## src/rtl/ccdseq_pkg.sv

```systemverilog
package ccdseq_pkg;

  // Slot of the fast sample cycle. LOAD carries the sample gate and A-phase 4.
  typedef enum logic [2:0] {
    SL_IDLE = 3'd0,
    SL_LOAD = 3'd1,
    SL_PH1  = 3'd2,
    SL_PH2  = 3'd3,
    SL_PH3  = 3'd4,
    SL_XFER = 3'd5
  } slot_e;

  localparam int NUM_PH = 4;

endpackage

```

## src/rtl/ccd_a_timer.sv

```systemverilog
module ccd_a_timer
  import ccdseq_pkg::*;
#(
  parameter int STEP_CYC = 4,
  parameter int SAMPLES  = 16
) (
  input  logic  clk,
  input  logic  rst_n,
  input  logic  run_ok,
  input  logic  ch_sel,
  output slot_e slot,
  output logic  last,
  output logic  cont,
  output logic  chan,
  output logic  smp_evt
);

  localparam int SW = (STEP_CYC > 1) ? $clog2(STEP_CYC) : 1;
  localparam int CW = $clog2(SAMPLES + 1);
  localparam logic [SW-1:0] STEP_LAST = SW'(STEP_CYC - 1);
  localparam logic [CW-1:0] CNT_FULL  = CW'(SAMPLES);

  slot_e          slot_q, slot_d;
  logic [SW-1:0]  step_q, step_d;
  logic [CW-1:0]  cnt_q, cnt_d;
  logic           chan_q, chan_d;
  logic           full;

  assign last    = (step_q == STEP_LAST);
  assign full    = (cnt_q == CNT_FULL);
  assign cont    = run_ok && !full;
  assign smp_evt = (slot_q == SL_LOAD) && last;
  assign slot    = slot_q;
  assign chan    = chan_q;

  // next-state logic
  always_comb begin
    slot_d = slot_q;
    cnt_d  = cnt_q;
    chan_d = chan_q;
    if (slot_q == SL_IDLE) begin
      step_d = '0;
    end else begin
      step_d = last ? '0 : step_q + 1'b1;
    end
    unique case (slot_q)
      SL_IDLE: begin
        if (run_ok) begin
          slot_d = SL_LOAD;
          chan_d = ch_sel;
        end
      end
      SL_LOAD: begin
        if (last) begin
          slot_d = SL_PH1;
          cnt_d  = cnt_q + 1'b1;
        end
      end
      SL_PH1: if (last) slot_d = SL_PH2;
      SL_PH2: if (last) slot_d = SL_PH3;
      SL_PH3: begin
        if (last) begin
          if (full) begin
            slot_d = SL_XFER;
            cnt_d  = '0;
          end else if (run_ok) begin
            slot_d = SL_LOAD;
            chan_d = ch_sel;
          end else begin
            slot_d = SL_IDLE;
          end
        end
      end
      SL_XFER: begin
        if (last) begin
          if (run_ok) begin
            slot_d = SL_LOAD;
            chan_d = ch_sel;
          end else begin
            slot_d = SL_IDLE;
          end
        end
      end
      default: slot_d = SL_IDLE;
    endcase
  end

  // state registers
  always_ff @(posedge clk or negedge rst_n) begin
    if (!rst_n) begin
      slot_q <= SL_IDLE;
      step_q <= '0;
      cnt_q  <= '0;
      chan_q <= 1'b0;
    end else begin
      slot_q <= slot_d;
      step_q <= step_d;
      cnt_q  <= cnt_d;
      chan_q <= chan_d;
    end
  end

endmodule

```

## src/rtl/ccd_a_decode.sv

```systemverilog
module ccd_a_decode
  import ccdseq_pkg::*;
(
  input  logic              clk,
  input  logic              rst_n,
  input  slot_e             slot,
  input  logic              last,
  input  logic              cont,
  input  logic              chan,
  output logic              gate_c0,
  output logic              gate_c1,
  output logic [NUM_PH-1:0] a_ph,
  output logic              xfer
);

  logic [NUM_PH-1:0] ph_n;
  logic              ld, g0_n, g1_n, x_n;

  // phase k+1 rises in the last cycle of slot k (one-cycle overlap)
  always_comb begin
    ld      = (slot == SL_LOAD);
    ph_n[0] = (slot == SL_PH1) || (ld && last);
    ph_n[1] = (slot == SL_PH2) || ((slot == SL_PH1) && last);
    ph_n[2] = (slot == SL_PH3) || ((slot == SL_PH2) && last);
    ph_n[3] = ld || ((slot == SL_PH3) && last && cont);
    g0_n    = ld && !chan;
    g1_n    = ld && chan;
    x_n     = (slot == SL_XFER);
  end

  always_ff @(posedge clk or negedge rst_n) begin
    if (!rst_n) begin
      a_ph    <= '0;
      gate_c0 <= 1'b0;
      gate_c1 <= 1'b0;
      xfer    <= 1'b0;
    end else begin
      a_ph    <= ph_n;
      gate_c0 <= g0_n;
      gate_c1 <= g1_n;
      xfer    <= x_n;
    end
  end

endmodule

```

## src/rtl/ccd_b_clock.sv

```systemverilog
module ccd_b_clock
  import ccdseq_pkg::*;
#(
  parameter int SAMPLES = 16
) (
  input  logic              clk,
  input  logic              rst_n,
  input  logic              smp_evt,
  output logic [NUM_PH-1:0] b_ph,
  output logic              b1_copy
);

  localparam int SPB = SAMPLES / NUM_PH;
  localparam int SBW = (SPB > 1) ? $clog2(SPB) : 1;
  localparam int IW  = $clog2(NUM_PH);
  localparam logic [SBW-1:0] SUB_LAST = SBW'(SPB - 1);

  logic [SBW-1:0]    sub_q, sub_d;
  logic [IW-1:0]     idx_q, idx_d;
  logic              on_q, on_d;
  logic              tick;
  logic [NUM_PH-1:0] ph_n;

  assign tick = smp_evt && (sub_q == SUB_LAST);

  // next-state logic
  always_comb begin
    sub_d = sub_q;
    idx_d = idx_q;
    on_d  = on_q || tick;
    if (smp_evt) begin
      sub_d = (sub_q == SUB_LAST) ? '0 : sub_q + 1'b1;
    end
    if (tick) begin
      idx_d = on_q ? idx_q + 1'b1 : '0;
    end
  end

  // next phase rises on the tick cycle, old phase falls a cycle later
  for (genvar k = 0; k < NUM_PH; k++) begin : g_bph
    assign ph_n[k] = (on_q && (idx_q == IW'(k))) || (tick && (idx_d == IW'(k)));
  end

  always_ff @(posedge clk or negedge rst_n) begin
    if (!rst_n) begin
      sub_q   <= '0;
      idx_q   <= '0;
      on_q    <= 1'b0;
      b_ph    <= '0;
      b1_copy <= 1'b0;
    end else begin
      sub_q   <= sub_d;
      idx_q   <= idx_d;
      on_q    <= on_d;
      b_ph    <= ph_n;
      b1_copy <= ph_n[0];
    end
  end

endmodule

```

## src/rtl/ccd_phase_seq.sv

```systemverilog
module ccd_phase_seq
  import ccdseq_pkg::*;
#(
  parameter int STEP_CYC = 4,
  parameter int SAMPLES  = 16
) (
  input  logic       clk,
  input  logic       rst_n,
  input  logic       en,
  input  logic       ch_sel,
  input  logic       pipe_mode,
  output logic       gate_c0,
  output logic       gate_c1,
  output logic [3:0] a_ph,
  output logic       xfer,
  output logic [3:0] b_ph,
  output logic       b1_tb
);

  slot_e slot;
  logic  last, cont, chan, smp_evt, run_ok;

  assign run_ok = en && !pipe_mode;

  ccd_a_timer #(
    .STEP_CYC (STEP_CYC),
    .SAMPLES  (SAMPLES)
  ) u_timer (
    .clk     (clk),
    .rst_n   (rst_n),
    .run_ok  (run_ok),
    .ch_sel  (ch_sel),
    .slot    (slot),
    .last    (last),
    .cont    (cont),
    .chan    (chan),
    .smp_evt (smp_evt)
  );

  ccd_a_decode u_adec (
    .clk     (clk),
    .rst_n   (rst_n),
    .slot    (slot),
    .last    (last),
    .cont    (cont),
    .chan    (chan),
    .gate_c0 (gate_c0),
    .gate_c1 (gate_c1),
    .a_ph    (a_ph),
    .xfer    (xfer)
  );

  ccd_b_clock #(
    .SAMPLES (SAMPLES)
  ) u_bclk (
    .clk     (clk),
    .rst_n   (rst_n),
    .smp_evt (smp_evt),
    .b_ph    (b_ph),
    .b1_copy (b1_tb)
  );

endmodule

```

## config.mk

```make
export PLATFORM = sky130hd
export DESIGN_NAME = ccd_phase_seq
export DESIGN_NICKNAME = d
export VERILOG_FILES = /design/src/rtl/ccdseq_pkg.sv /design/src/rtl/ccd_a_timer.sv /design/src/rtl/ccd_a_decode.sv /design/src/rtl/ccd_b_clock.sv /design/src/rtl/ccd_phase_seq.sv
export SDC_FILE = /design/constraint.sdc
export NUM_CORES = 1
export LEC_CHECK = 0
export ABC_AREA = 1
export BUFFER_PORTS_ARGS = -buffer_cell sky130_fd_sc_hd__buf_2
export CORE_MARGIN = 2
export CORE_UTILIZATION = 40
export DETAILED_ROUTE_END_ITERATION = 7
export GPL_ROUTABILITY_DRIVEN = 1
export GPL_TIMING_DRIVEN = 0
export SETUP_SLACK_MARGIN = 0.2
export SYNTH_ARGS = -nofsm -noshare
export SYNTH_HDL_FRONTEND = slang
export SYNTH_SLANG_ARGS = --single-unit
export TNS_END_PERCENT = 100
```

## constraint.sdc

```tcl
create_clock -name clk -period 1.4 [get_ports clk]
set_input_delay 0.28 -clock clk [delete_from_list [all_inputs] [get_ports clk]]
set_output_delay 0.28 -clock clk [all_outputs]
set_load 0.02 [all_outputs]
```

==> impl_metrics.py, run 1 <==
metrics = {
    "cells_and_area": {
        "syn_to_final_growth_pct": 31.2,
        "antenna_cells": 0,
        "final_nets": 206,
        "layout_commonest_cell": "nand2_1",
        "fin_area_um2": 1820,
        "drive_gt1_share_pct": 38.0,
        "final_cell_mix": "33 x nand2_1, 24 x dfrtp_1, 17 x inv_1",
    },
    "sta": {
        "fmax_ghz": 0.792,
        "hold_viol_final": 0,
        "grt_setup_unrepaired": "yes",
        "finalSetupViolations": 0,
        "slew_viol_final": 0,
        "min_period_over_period_pct": 90.2,
        "finalClockSkew_ns": 0.000862,
        "finalWorstSetupSlack_ns": 0.137,
        "finalSetupTns_ns": 0,
        "slew-limit-headroom_pct": 59.7,
        "worst_pin_slew_ns": 0.604,
        "period_needed_ns": 1.26,
    },
    "pwr": {
        "peakVddDrop_mv": 0.622,
        "combPwrFrac_pct": 51.2,
        "power_density_nw_per_um2": 1760,
        "clock_power_share_pct": 11.6,
        "cellLeakagePower_nw": 0.988,
        "seqPwrFrac_pct": 37.2,
        "switching_power_mw": 1.36,
        "intPower_mw": 1.85,
        "p_sw_share_pct": 42.3,
    },
    "detailed_routing": {
        "wl_per_cell_um": 11.5,
        "drt_first_iter_violations": 32,
        "first_pass_iters": 4,
        "ant_nets": 0,
        "drc_errors": 0,
        "vias": 1118,
        "viasPerCell": 4.70,
        "detail_route.wirelength_um": 2740,
    },
    "global_routing": {
        "grt_pass1_wl_um": 4540,
        "antenna_found_initial": 0,
        "met1_usage_pct": 17.7,
        "grt_max_degree": 28,
        "grt_overflow": 0,
        "gr-usage-met2_pct": 25.4,
        "grt.busiest_layer": "met2",
        "grtUsageMet3_pct": 2.16,
        "grt_pass1_vias": 1081,
        "grt_use_total_pct": 14.2,
    },
    "worst_setup_path": {
        "worstSetupPathType": "flop to primary output",
        "cp-start-kind": "flop",
        "timing.rr.end": "u_timer.cnt_q[1]",
        "worstPathRequired_ns": 1.12,
        "end_kind": "primary output",
        "path_max_fanout": 2,
        "crit_arrival_ns": 0.98,
        "r2r_start": "u_timer.cnt_q[1]",
        "r2r_cells": 9,
        "r2r_slack_ns": 0.14,
    },
    "floorplanning": {
        "die_w_um": 62.8,
        "fp.dieH_um": 62.8,
        "dieArea_um2": 3950,
        "initial_core_util_pct": 41.5,
        "core_um2": 3340,
        "io_pins": 17,
        "placementRows": 21,
    },
    "placed_design": {
        "io_buffers": 16,
        "postPlaceCellArea_um2": 1540,
        "pre_cts_ws_ns": 0.0840,
        "place.gp.congestion": 0.820,
        "hpwl_um": 1820,
    },
    "synthesis": {
        "syn-cell-area_um2": 1390,
        "synth.distinct_cells": 26,
        "syn_area_per_cell_um2": 8.82,
        "synth.net_count": 170,
        "synthCells": 157,
        "yosysSeqAreaShare_pct": 48.8,
        "ys_ff_latch": 27,
        "yosysWarnings": 0,
    },
    "clock_tree": {
        "cts_buffers": 3,
        "cts_tree": "done",
        "path_clk_slew_ns": 0.16,
        "cts-root-buf": "clkbuf_4",
        "worstSkewPairLatency_ns": 0.33,
        "h-tree-depth": 1,
        "cts_buffer_depth": 2,
        "cts.sinks": 27,
    },
    "min_path": {
        "hold_end": "u_timer.chan",
        "min_path_cells": 3,
        "worstHoldPathType": "input pin to flop",
        "worstHoldStart": "ch_sel",
    },
    "outcome": {
        "status": "completed",
    },
    "flow_run": {
        "drv_cap": 0,
    },
}
## metal layers
metal	vias to the layer above	routed length [µm]
li1	561	-
met1	527	1260
met2	24	1360
met3	6	80
met4	0	45
met5	-	0
## cells in the mapped netlist
cell type,n,share of area [%]
nor3_1,3,1.1
nand2_2,2,0.90
nand3_1,15,5.4
buf_4,1,0.54
nand3_4,1,1.3
o21ai_1,3,1.1
nand4_4,1,1.5
nand2_1,39,11
nor2_4,4,3.3
a21oi_1,2,0.72
buf_6,1,0.81
dfrtp_1,27,49
o21ai_2,1,0.63
nand3_2,1,0.72
nand4_1,1,0.45
xor2_1,1,0.63
nor2_1,11,3.0
o21ai_0,6,2.2
inv_2,1,0.27
a21o_1,1,0.54
nor2_2,2,0.90
inv_4,2,0.90
buf_2,1,0.36
ha_1,8,7.2
inv_1,21,5.7
o21a_1,1,0.54
## registers in the layout (all words and copies together), names as in the netlist
| register | count |
|---|---|
| u_adec.a_ph | 4 |
| u_adec.gate_c1 | 1 |
| u_adec.gate_c0 | 1 |
| u_timer.step_q | 2 |
| u_bclk.sub_q | 2 |
| u_bclk.on_q | 1 |
| u_timer.chan | 1 |
| u_adec.xfer | 1 |
| u_timer.cnt_q | 5 |
| u_bclk.b_ph | 4 |
| u_bclk.idx_q | 2 |
| u_timer.slot | 3 |
## how the worst max path moves through the flow
stage / startpoint / to / slack (ns) / cells past startpoint
after floorplan: u_timer.step_q[0] / u_timer.slot[0] / 0.19 / 8
after global placement: u_timer.step_q[0] / u_bclk.idx_q[1] / 0.13 / 6
after CTS: u_timer.step_q[0] / u_bclk.idx_q[1] / 0.12 / 6
final: u_bclk.b_ph[0] / b_ph[0] / 0.14 / 2
after global routing: u_timer.cnt_q[1] / u_timer.cnt_q[1] / 0.06 / 9
after detailed placement: u_timer.step_q[0] / u_bclk.idx_q[1] / 0.08 / 6
## cell families after synthesis
group                      Yosys count  share of synthesized area (%)
AOI/OAI and AO/OA                   14                           5.69
xor gates and xnor gates             1                          0.632
adders and majority gates            8                           7.23
buffers and inverters               27                           8.58
DFF                                 27                           48.8
and+or+nand+nor                     80                           29.1
## through the flow
step | hold WS, ns | utilization, % | std cells | power (mW)
floorplan | -0.0156 | - | 157 | 2.11
global placement | 0.318 | 46.1 | 219 | 2.36
detailed placement | 0.326 | 46.1 | 219 | 2.40
CTS | 0.161 | 51.0 | 233 | 2.98
global route | 0.165 | 54.4 | 238 | 3.44
finish | 0.162 | 54.4 | 238 | 3.21
## power by group through the flow
stage	registers, mW	logic [mW]	clock network, mW
3_5_place_dp	1.20	1.20	0
3_3_place_gp	1.18	1.17	0
5_1_grt	1.22	1.81	0.414
6_report	1.19	1.64	0.372
2_1_floorplan	1.28	0.833	0
4_1_cts	1.17	1.42	0.380
## repair_timing
item                       CTS  global route
resized for setup           18            19
setup endpoints to repair   17            21
buffers inserted             9             5
hold endpoints to repair    27             0
pin swaps                    7            10
hold buffers                 1             0
## layout make-up
cell class | count | area (µm²)
inverters | 24 | 103
well taps | 46 | 57.6
clock inverters | 1 | 8.76
clock buffers | 3 | 22.5
flip-flops and latches | 27 | 679
multi-input cells | 103 | 701
fillers | 303 | 1520
repair buffers | 31 | 211
plain buffers | 3 | 33.8
## critical path, stage by stage, from the launching register on
cell and delay (ns):
dfrtp_1 0.42, buf_6 0.12, buf_6 0.12
(Power assumes the default switching activity.)
==> run 2, diff against run 1 <==
ABC_AREA = unset   (was 1)
==> run 2 against run 1 <==
The run now ends with setup timing left. Count of clock-buffer cells in the layout up 1. Global-route usage up 1.9 points. Cell count decreased by 14%. First-iteration DRC count down 53%. Sequential share of layout area decreased by 2.4 points. Die area is 3.0% lower. Critical path type is now flop to flop. Largest power group unchanged.
==> impl_metrics.py, run 2 <==
metrics = {
    "worst_setup_path": {
        "crit_arrival_ns": 1.76,
        "crit_family": "flip-flops",
        "end_kind": "flop",
        "crit_chain": "buf_6 -> or3b_4 -> o2111ai_4 -> mux2_4",
        "worstPathBufferInverterCount": 1,
        "cp_slowest_cell": "dfrtp_1",
        "path_max_fanout": 2,
        "worstPathRequired_ns": 1.62,
        "slowest_delay_ns": 0.42,
        "worstSetupPathType": "flop to flop",
        "cp-start-kind": "flop",
    },
    "placed_design": {
        "io_buffers": 16,
        "postPlaceCellArea_um2": 1520,
        "dp.cells": 180,
        "place.gp.congestion": 0.761,
        "hpwl_um": 1690,
    },
    "synthesis": {
        "ys_ff_latch": 27,
        "synthCells": 118,
        "async_flop_share_pct": 100,
        "synth_commonest_cells": "27 x dfrtp_1, 10 x nand2_1, 8 x ha_1, 8 x inv_1",
        "yosysSeqAreaShare_pct": 50.4,
        "synth.most_common_cell": "dfrtp_1",
        "yosysWarnings": 0,
        "syn-cell-area_um2": 1340,
        "synthTopCellsByArea": "dfrtp_1 50%, ha_1 7.5%, nand4bb_4 4.1%, nand2_1 2.8%, inv_1 2.2%",
        "syn_area_per_cell_um2": 11.4,
        "synth_ff_type": "dfrtp_1",
        "synth.net_count": 131,
        "synth.distinct_cells": 44,
        "synth_top_cell_area_share_pct": 50.4,
        "synth_edf_count": 0,
        "synth_largest_area_cell": "dfrtp_1",
    },
    "detailed_routing": {
        "drc_errors": 0,
        "first_pass_iters": 2,
        "wl_per_cell_um": 14.7,
        "vias": 1043,
        "ant_nets": 0,
        "viasPerCell": 5.11,
        "drt_first_iter_violations": 15,
        "detail_route.wirelength_um": 3010,
    },
    "cells_and_area": {
        "syn_to_final_growth_pct": 44.7,
        "top_register": "u_timer.cnt_q",
        "final_nets": 172,
        "fin_area_um2": 1940,
        "top_regs": "u_timer.cnt_q x5, u_adec.a_ph x4, u_bclk.b_ph x4",
        "final_cell_count_no_fill": 204,
        "final_cell_mix": "24 x dfrtp_1, 16 x buf_6, 12 x buf_2",
        "largest_reg_flops": 5,
        "layout_commonest_cell": "dfrtp_1",
        "antenna_cells": 0,
        "drive_gt1_share_pct": 51.3,
    },
    "sta": {
        "fmax_ghz": 0.651,
        "slew_viol_final": 0,
        "hold_viol_final": 0,
        "finalWorstSetupSlack_ns": -0.135,
        "slew-limit-headroom_pct": 58.7,
        "worst_pin_slew_ns": 0.619,
        "finalClockSkew_ns": 0.00443,
        "grt_setup_unrepaired": "yes",
        "min_period_over_period_pct": 110,
        "finalSetupViolations": 7,
        "period_needed_ns": 1.53,
    },
    "min_path": {
        "worstHoldPathType": "input pin to flop",
    },
    "clock_tree": {
        "worstSkewPairLatency_ns": 0.32,
        "path_clk_slew_ns": 0.14,
        "h-tree-depth": 1,
        "cts_buffers": 3,
        "cts.sinks": 27,
        "cts-root-buf": "clkbuf_4",
        "cts_buffer_depth": 2,
        "cts_tree": "done",
    },
    "floorplanning": {
        "initial_core_util_pct": 40.8,
        "placementRows": 21,
        "dieArea_um2": 3830,
        "io_pins": 17,
        "fp.dieH_um": 61.9,
        "die_w_um": 61.9,
        "core_um2": 3280,
    },
    "global_routing": {
        "grt_pass1_wl_um": 4490,
        "grt_pass1_vias": 999,
        "grt_overflow": 0,
        "grt_use_total_pct": 16.2,
        "grt_max_degree": 28,
        "antenna_found_initial": 0,
    },
    "pwr": {
        "seqPwrFrac_pct": 32.8,
        "intPower_mw": 2.30,
        "combPwrFrac_pct": 58.1,
        "clock_power_share_pct": 9.1,
        "p_sw_share_pct": 38.3,
        "peakVddDrop_mv": 1.02,
        "p_total_mw": 3.73,
        "switching_power_mw": 1.43,
        "power_density_nw_per_um2": 1920,
        "cellLeakagePower_nw": 0.890,
    },
    "outcome": {
        "violations": "setup timing",
        "status": "complete, but fails checks",
    },
    "flow_run": {
        "drv_cap": 0,
    },
}
-- run 2: cell count changes after synthesis, moves of 3 or more --
cell	change
nand3_1	-14
nand4_1	+3
inv_1	-13
nor2_4	-4
nor2_1	-6
xnor2_1	+3
nand2_1	-29
nor2b_1	+4
-- run 2: worst paths after layout --
check / start / to / slack [ns] / cells past startpoint
worst max-delay path: u_timer.slot[1] / u_timer.chan / -0.13 / 4
worst min-delay path: ch_sel / u_timer.chan / 0.18 / 2
worst max register to register: u_timer.slot[1] / u_timer.chan / -0.13 / 4
worst min register to register: u_timer.chan / u_adec.gate_c0 / 0.48 / 1
max in group asynchronous: rst_n / u_timer.slot[0] / 0.47 / 2
min in group asynchronous: rst_n / u_bclk.b_ph[2] / 0.50 / 2
-- run 2: timing repair --
action,in CTS,in global routing
hold buffers,1,0
endpoints found under the setup margin,24,27
cloned,1,0
pin swaps,6,7
resized for setup,35,30
setup buffers,11,7
hold endpoints to repair,27,0
-- run 2: cell type report --
cell class              instances  area (µm²)
clock buffers                   4        26.3
well taps                      46        57.6
repair buffers                 36         299
plain buffers                   6        70.1
fillers                       280        1340
inverters                       8        35.0
flip-flops and latches         27         679
multi-input cells              77         773
-- run 2: cells by family (layout without fill, tap and decap cells) --
family          Yosys count  in the layout  share of synthesized area [%]
fa+ha+maj                 8              8                           7.46
flops                    27             27                           50.4
simple gates             45             45                           23.1
buf+inv                  14             54                           5.13
xor+xnor                  3              3                           1.96
mux                       2              2                           1.68
compound gates           19             19                           10.3
-- run 2: stage by stage --
step                      setup slack (ns)  util [%]  hold WS, ns  TNS [ns]
final                               -0.135      59.1        0.180    -0.322
after global routing                -0.155      59.1        0.159    -0.664
after CTS                           -0.133      53.6        0.171    -0.318
after detailed placement            -0.154      46.3        0.328    -0.162
after global placement              -0.147      46.3        0.327    -0.147
after floorplan                    -0.0891         -      -0.0156   -0.0891
-- run 2: power groups by stage --
stage / clock [mW] / combinational [mW] / sequential (mW)
after floorplan: 0 / 0.869 / 1.29
after global placement: 0 / 1.21 / 1.22
after detailed placement: 0 / 1.24 / 1.23
after CTS: 0.348 / 1.67 / 1.20
after global routing: 0.390 / 2.33 / 1.25
final: 0.339 / 2.17 / 1.22
-- run 2: metal layers --
layer	vias up	global-route usage (%)	part of all wire, %
met2	14	28.4	53
met3	2	3.11	2.0
met5	-	0	0
li1	495	-	-
met1	532	20.2	44
met4	0	4.56	0.90
